### config.mk
export PLATFORM = sky130hd
export DESIGN_NAME = mod5_recover_counter
export DESIGN_NICKNAME = d
export VERILOG_FILES = /design/src/rtl/mod5_pkg.sv /design/src/rtl/mod5_next_logic.sv /design/src/rtl/mod5_state_reg.sv /design/src/rtl/mod5_recover_counter.sv
export SDC_FILE = /design/constraint.sdc
export NUM_CORES = 1
export LEC_CHECK = 0
export BUFFER_PORTS_ARGS = -buffer_cell sky130_fd_sc_hd__buf_2
export CORE_AREA = 3 3 40 42
export CTS_BUF_LIST = sky130_fd_sc_hd__clkbuf_8
export CTS_CLUSTER_SIZE = 8
export DETAILED_ROUTE_END_ITERATION = 12
export DIE_AREA = 0 0 43 45
export PLACE_DENSITY = 0.36
export SYNTH_ARGS = -nofsm -noshare
export SYNTH_HDL_FRONTEND = slang
export SYNTH_SLANG_ARGS = --single-unit
### constraint.sdc
create_clock -name clk -period 1.75 [get_ports clk]
set_input_delay 0.35 -clock clk [delete_from_list [all_inputs] [get_ports clk]]
set_output_delay 0.35 -clock clk [all_outputs]
set_load 0.1 [all_outputs]
### src/rtl/mod5_pkg.sv
package mod5_pkg;

    localparam int CNT_W    = 3;
    localparam int MODULUS  = 5;
    localparam int LAST_VAL = MODULUS - 1;

    typedef enum logic {
        EQ_MIN   = 1'b0,
        EQ_GATED = 1'b1
    } eqset_e;

    typedef struct packed {
        logic a;
        logic b;
        logic c;
    } cnt_s;

    // Don't-care minimised next-state equations
    function automatic cnt_s next_min(input cnt_s s);
        cnt_s n;
        n.a = s.b & s.c;
        n.b = s.b ^ s.c;
        n.c = ~s.a & ~s.c;
        return n;
    endfunction

    // Equations qualified by A' so that every code with A set clears
    function automatic cnt_s next_gated(input cnt_s s);
        cnt_s n;
        n.a = ~s.a & s.b & s.c;
        n.b = ~s.a & (s.b ^ s.c);
        n.c = ~s.a & ~s.c;
        return n;
    endfunction

endpackage

### src/rtl/mod5_next_logic.sv
module mod5_next_logic
    import mod5_pkg::*;
#(
    parameter eqset_e EQ_SET = EQ_MIN
) (
    input  cnt_s cur,
    output cnt_s nxt
);

    generate
        if (EQ_SET == EQ_MIN) begin : g_min
            assign nxt = next_min(cur);
        end else begin : g_gated
            assign nxt = next_gated(cur);
        end
    endgenerate

endmodule

### src/rtl/mod5_state_reg.sv
module mod5_state_reg
    import mod5_pkg::*;
(
    input  logic clk,
    input  logic rst,
    input  logic ld,
    input  cnt_s ld_val,
    input  cnt_s nxt,
    output cnt_s q
);

    always_ff @(posedge clk) begin
        if (rst)
            q <= '0;
        else if (ld)
            q <= ld_val;
        else
            q <= nxt;
    end

endmodule

### src/rtl/mod5_recover_counter.sv
module mod5_recover_counter
    import mod5_pkg::*;
#(
    parameter eqset_e EQ_SET = EQ_MIN
) (
    input  logic             clk,
    input  logic             rst,
    input  logic             preload_en,
    input  logic [CNT_W-1:0] preload_val,
    output logic [CNT_W-1:0] count
);

    cnt_s state_q;
    cnt_s state_d;
    cnt_s load_s;

    assign load_s = cnt_s'(preload_val);

    mod5_next_logic #(.EQ_SET(EQ_SET)) u_next (
        .cur (state_q),
        .nxt (state_d)
    );

    mod5_state_reg u_reg (
        .clk    (clk),
        .rst    (rst),
        .ld     (preload_en),
        .ld_val (load_s),
        .nxt    (state_d),
        .q      (state_q)
    );

    assign count = state_q;

endmodule

==> results.py, run 1 <==
metrics = {
    "cts": {
        "cts_tree": "done",
        "cts.sinks": 3,
        "path_clk_slew_ns": 0.03,
        "cts_max_level": 1,
        "clkLatencyLatePin_ns": 0.21,
        "postCtsHoldBufs": 0,
        "postCtsSetupBuffers": 0,
        "cts-root-buf": "clkbuf_8",
        "cts_resized": 0,
        "numCtsBuffers": 3,
        "cts_max_path_buffers": 2,
    },
    "timing": {
        "setup_tns_ns": 0,
        "period_minus_slack_ns": 1.341,
        "hold_viol": 0,
        "worstMarginPinSlew_ns": 0.4844,
        "setup_viol": 0,
        "maxSlewViolCount": 0,
        "fin_ws_ns": 0.4094,
        "finalCritPeriodShare": 0.7660,
        "max_freq_mhz": 745.9,
        "max_slew_margin": 0.6793,
        "finalClockSkew_ns": 0.0003126,
        "rsz0062_at_grt": "false",
    },
    "logic_synthesis": {
        "ys_top_cells_by_count": "3 x dfxtp_1, 2 x mux2i_1, 2 x nor2_1",
        "yosysTopAreaCellShare": 0.5217,
        "ys_seq_elements": 3,
        "synthCells": 11,
        "syn_area_per_cell_sq_um": 10.46,
        "synth_warnings": 0,
        "syn_area_sq_um": 115.1,
        "synth-seq-area-share": 0.5217,
        "syn_nets": 18,
        "async_flop_share": 0,
        "synth_cell_type_count": 7,
        "synth_edf_count": 0,
        "yosys-top-cells-area": "dfxtp_1 52%, mux2i_1 17%, ha_1 11%, nor2_1 6.5%, or3_1 5.4%",
        "yosysMostFrequentCell": "dfxtp_1",
        "yosysTopAreaCell": "dfxtp_1",
        "synthFlopType": "dfxtp_1",
    },
    "grt": {
        "grt_use_total": 0.04323,
        "grt_pass1_vias": 123,
        "grt_max_degree": 5,
        "grt_pass1_wl_um": 503,
        "grt_overflow": 0,
        "antenna_found_initial": 0,
    },
    "floorplan": {
        "ios": 9,
        "dieHeight_um": 45,
        "dieArea_sq_um": 1935,
        "initial_core_util": 0.08958,
        "num_rows": 13,
        "core_sq_um": 1285,
        "die_w_um": 43,
    },
    "setup_path": {
        "r2r_setup_slack_ns": 0.87,
        "r2r_start": "u_reg.q[0]",
        "cp-start-kind": "flop",
        "worst_setup_path_end_kind": "primary output",
        "critical_path_arrival_ns": 0.99,
        "r2r-end": "u_reg.q[1]",
        "critical_path_buf_inv_count": 1,
        "slowest_stage": "buf_2",
        "path_delay_family": "buffers and inverters",
        "reg2reg_depth": 3,
        "critPathKind": "reg -> out",
        "max_stage_delay_ns": 0.44,
        "crit_chain": "buf_2",
        "cp.required_ns": 1.40,
        "cp-startpoint": "u_reg.q[0]",
        "worst-path-max-fanout": 3,
    },
    "min_path": {
        "hold_path.class": "in -> reg",
        "holdPathEnd": "u_reg.q[0]",
        "whs_path_depth": 2,
        "holdCritStartpoint": "rst",
    },
    "finish": {
        "fillers": 148,
        "n_antenna_cell": 0,
        "nets": 31,
        "drive_gt1_frac": 0.4783,
        "largest-register": "u_reg.q",
        "largest_register_ffs": 3,
        "syn2layout_area_growth_pct": 90.22,
        "regArea_sq_um": 60.06,
        "reg_top3": "u_reg.q (3)",
        "postLayoutCellArea_sq_um": 219.0,
        "multi_input_area_sq_um": 55.05,
    },
    "routing": {
        "drc": 0,
        "vias": 113,
        "via_per_inst": 2.974,
        "routedWlPerCell_um": 8.237,
        "ant_nets": 0,
        "wl_um": 313,
        "drtPass1Iterations": 2,
        "drtIter0Drc": 3,
    },
    "place": {
        "postPlaceCellArea_sq_um": 173.9,
        "gp_congestion": 0.7152,
        "pre_cts_ws_ns": 0.6232,
        "port_buffers": 8,
    },
    "run_status": {
        "status": "complete, no violations",
    },
    "pwr": {
        "power.density_nw_per_um2": 1502,
        "leakagePower_uw": 0.0001175,
        "ir_drop_v": 0.0004373,
    },
    "job": {
        "maxCapViolCount": 0,
    },
}
## cells in the final DEF (no fill, tap or decap), drive strengths merged
master	instances
buf	8
clkbuf	3
dfxtp	3
mux2i	2
nor2	2
nand2	1
or3	1
a21oi	1
ha	1
inv	1
## kinds of logic (layout without fill, tap and decap cells)
group,after synthesis,after routing,synth area share
adders and majority gates,1,1,0.1087
muxes,2,2,0.1739
DFF,3,3,0.5218
and+or+nand+nor,4,4,0.1522
buffers and inverters,0,12,0
AOI/OAI and AO/OA,1,1,0.04344
## worst reg2reg max path, stage by stage (launching register included)
cell and delay (ns):
dfxtp_1 0.31, ha_1 0.29, mux2i_1 0.12, nor2_1 0.05
## worst max-delay path by stage
stage	to	slack (ns)	depth (start not counted)
final	count[0]	0.41	1
after global routing	count[0]	0.35	1
after CTS	count[0]	0.39	1
after detailed placement	count[0]	0.62	1
after global placement	count[0]	0.65	1
after floorplan	u_reg.q[1]	0.18	3
## metrics by stage
stage,hold slack (ns),utilization,std cells,power (uW)
after floorplan,0.4191,-,11,122.6
after global placement,0.5030,0.1353,34,136.5
after detailed placement,0.5097,0.1353,34,136.8
after CTS,0.3277,0.1704,38,338.2
after global routing,0.3294,0.1704,38,351.3
final,0.3335,0.1704,38,328.9
## power breakdown
group / internal [uW] / switching, uW
clock: 149 / 44.2
combinational: 13.0 / 45.4
sequential: 74.0 / 2.97
total: 236 / 92.6
## metal layers
layer | up-vias | GRT usage | wire length, um
met4 | 0 | 0.03614 | 0
met5 | - | 0 | 0
met3 | 0 | 0.06375 | 61
met2 | 10 | 0.03892 | 82
li1 | 61 | - | -
met1 | 42 | 0.04077 | 169
## cell type report
cell class / instances / share of cell area
clock buffer: 3 / 0.1886
clock inverter: 1 / 0.01714
multi-input combinational: 8 / 0.2514
sequential: 3 / 0.2743
tap: 15 / 0.08571
timing repair buffer: 8 / 0.1829
(Power assumes the default switching activity.)
==> run 2, diff against run 1 <==
Clock period 1.75 ns to 1.3 ns, I/O delays scaled along.
==> run 2 against run 1 <==
Against the previous run:
- wire length is 11% higher
- critical path type unchanged
- non-clock buffer count unchanged
- die area unchanged
==> results.py, run 2 (synthesized netlist as in run 1, its figures left out) <==
metrics = {
    "routing": {
        "ant_nets": 0,
        "drtPass1Iterations": 2,
        "drtIter0Drc": 1,
        "wl_um": 347,
        "routedWlPerCell_um": 9.132,
        "drc": 0,
        "vias": 122,
        "via_per_inst": 3.211,
    },
    "floorplan": {
        "ios": 9,
        "dieArea_sq_um": 1935,
        "initial_core_util": 0.08958,
        "core_sq_um": 1285,
        "die_w_um": 43,
        "num_rows": 13,
        "dieHeight_um": 45,
    },
    "grt": {
        "grt_use_total": 0.05320,
        "grt_overflow": 0,
        "grt_max_degree": 5,
        "grt_pass1_vias": 144,
        "antenna_found_initial": 0,
        "grt_pass1_wl_um": 627,
    },
    "setup_path": {
        "path_delay_family": "flip-flops",
        "critical_path_buf_inv_count": 1,
        "critical_path_arrival_ns": 0.77,
        "max_stage_delay_ns": 0.37,
        "slowest_stage": "dfxtp_1",
        "cp-start-kind": "flop",
        "cp.required_ns": 1.04,
        "crit_chain": "buf_12",
        "worst_setup_path_end_kind": "primary output",
        "worst-path-max-fanout": 2,
        "critPathKind": "reg -> out",
    },
    "job": {
        "maxCapViolCount": 0,
    },
    "timing": {
        "setup_viol": 0,
        "finalCritPeriodShare": 0.7958,
        "max_freq_mhz": 966.6,
        "rsz0062_at_grt": "false",
        "setup_tns_ns": 0,
        "worstMarginPinSlew_ns": 0.1159,
        "fin_ws_ns": 0.2655,
        "finalClockSkew_ns": 0.0001851,
        "hold_viol": 0,
        "max_slew_margin": 0.9205,
        "period_minus_slack_ns": 1.035,
        "maxSlewViolCount": 0,
    },
    "cts": {
        "cts_tree": "done",
        "cts_resized": 0,
        "cts.sinks": 3,
        "cts-root-buf": "clkbuf_8",
        "clkLatencyLatePin_ns": 0.22,
        "postCtsSetupBuffers": 0,
        "cts_max_level": 1,
        "cts_max_path_buffers": 2,
        "path_clk_slew_ns": 0.03,
        "postCtsHoldBufs": 0,
        "numCtsBuffers": 3,
    },
    "place": {
        "place_inst": 34,
        "port_buffers": 8,
        "pre_cts_ws_ns": 0.3261,
        "gp_congestion": 0.6612,
    },
    "pwr": {
        "ir_drop_v": 0.0003043,
        "power.density_nw_per_um2": 1779,
        "leakagePower_uw": 0.0001292,
        "power_uw": 474.1,
    },
    "finish": {
        "syn2layout_area_growth_pct": 131.5,
        "final_common_cell": "buf_2",
        "n_antenna_cell": 0,
        "largest-register": "u_reg.q",
        "nets": 31,
        "drive_gt1_frac": 0.5652,
        "largest_register_ffs": 3,
        "fillers": 143,
        "layout_common_cells": "5 x buf_2, 3 x clkbuf_8, 3 x buf_12",
        "final_cells": 38,
        "reg_top3": "u_reg.q (3)",
    },
    "min_path": {
        "hold_path.class": "in -> reg",
    },
    "run_status": {
        "status": "complete, no violations",
    },
}
run 2: cell counts in the layout (fill, tap and decap cells not counted):
No cell type changed its count.
run 2: final timing paths:
path,startpoint,endpoint,slack (ns),depth (start not counted)
worst max-delay path,u_reg.q[2],count[2],0.27,1
worst min-delay path,rst,u_reg.q[1],0.23,2
worst max register to register,u_reg.q[0],u_reg.q[1],0.39,3
worst min register to register,u_reg.q[0],u_reg.q[0],0.56,2
run 2: cell type report:
| class | count | area, sq um | share of cell area |
|---|---|---|---|
| clock inverter | 1 | 3.754 | 0.01408 |
| clock buffer | 3 | 41.29 | 0.1549 |
| tap | 15 | 18.77 | 0.07042 |
| sequential | 3 | 62.56 | 0.2347 |
| timing repair buffer | 8 | 85.08 | 0.3192 |
| multi-input combinational | 8 | 55.05 | 0.2066 |
run 2: routing by layer:
metal | track usage | vias up | share of wire
met4 | 0.07229 | 0 | 0.049
met3 | 0.05578 | 2 | 0.20
met2 | 0.05689 | 10 | 0.37
li1 | - | 61 | -
met5 | 0 | - | 0
met1 | 0.04556 | 49 | 0.38
run 2: report_power, final:
group          internal (uW)  leakage (uW)  switching [uW]
combinational           38.5     0.0000768            61.8
sequential               101     0.0000254            7.97
clock                    201     0.0000269            63.8
total                    341      0.000129             134
run 2: per-stage QoR:
step / area, sq um / utilization / hold slack (ns)
after floorplan: 117.6 / - / 0.3217
after global placement: 221.5 / 0.1723 / 0.4486
after detailed placement: 221.5 / 0.1723 / 0.4505
after CTS: 266.5 / 0.2074 / 0.2210
after global routing: 266.5 / 0.2074 / 0.2315
final: 266.5 / 0.2074 / 0.2264
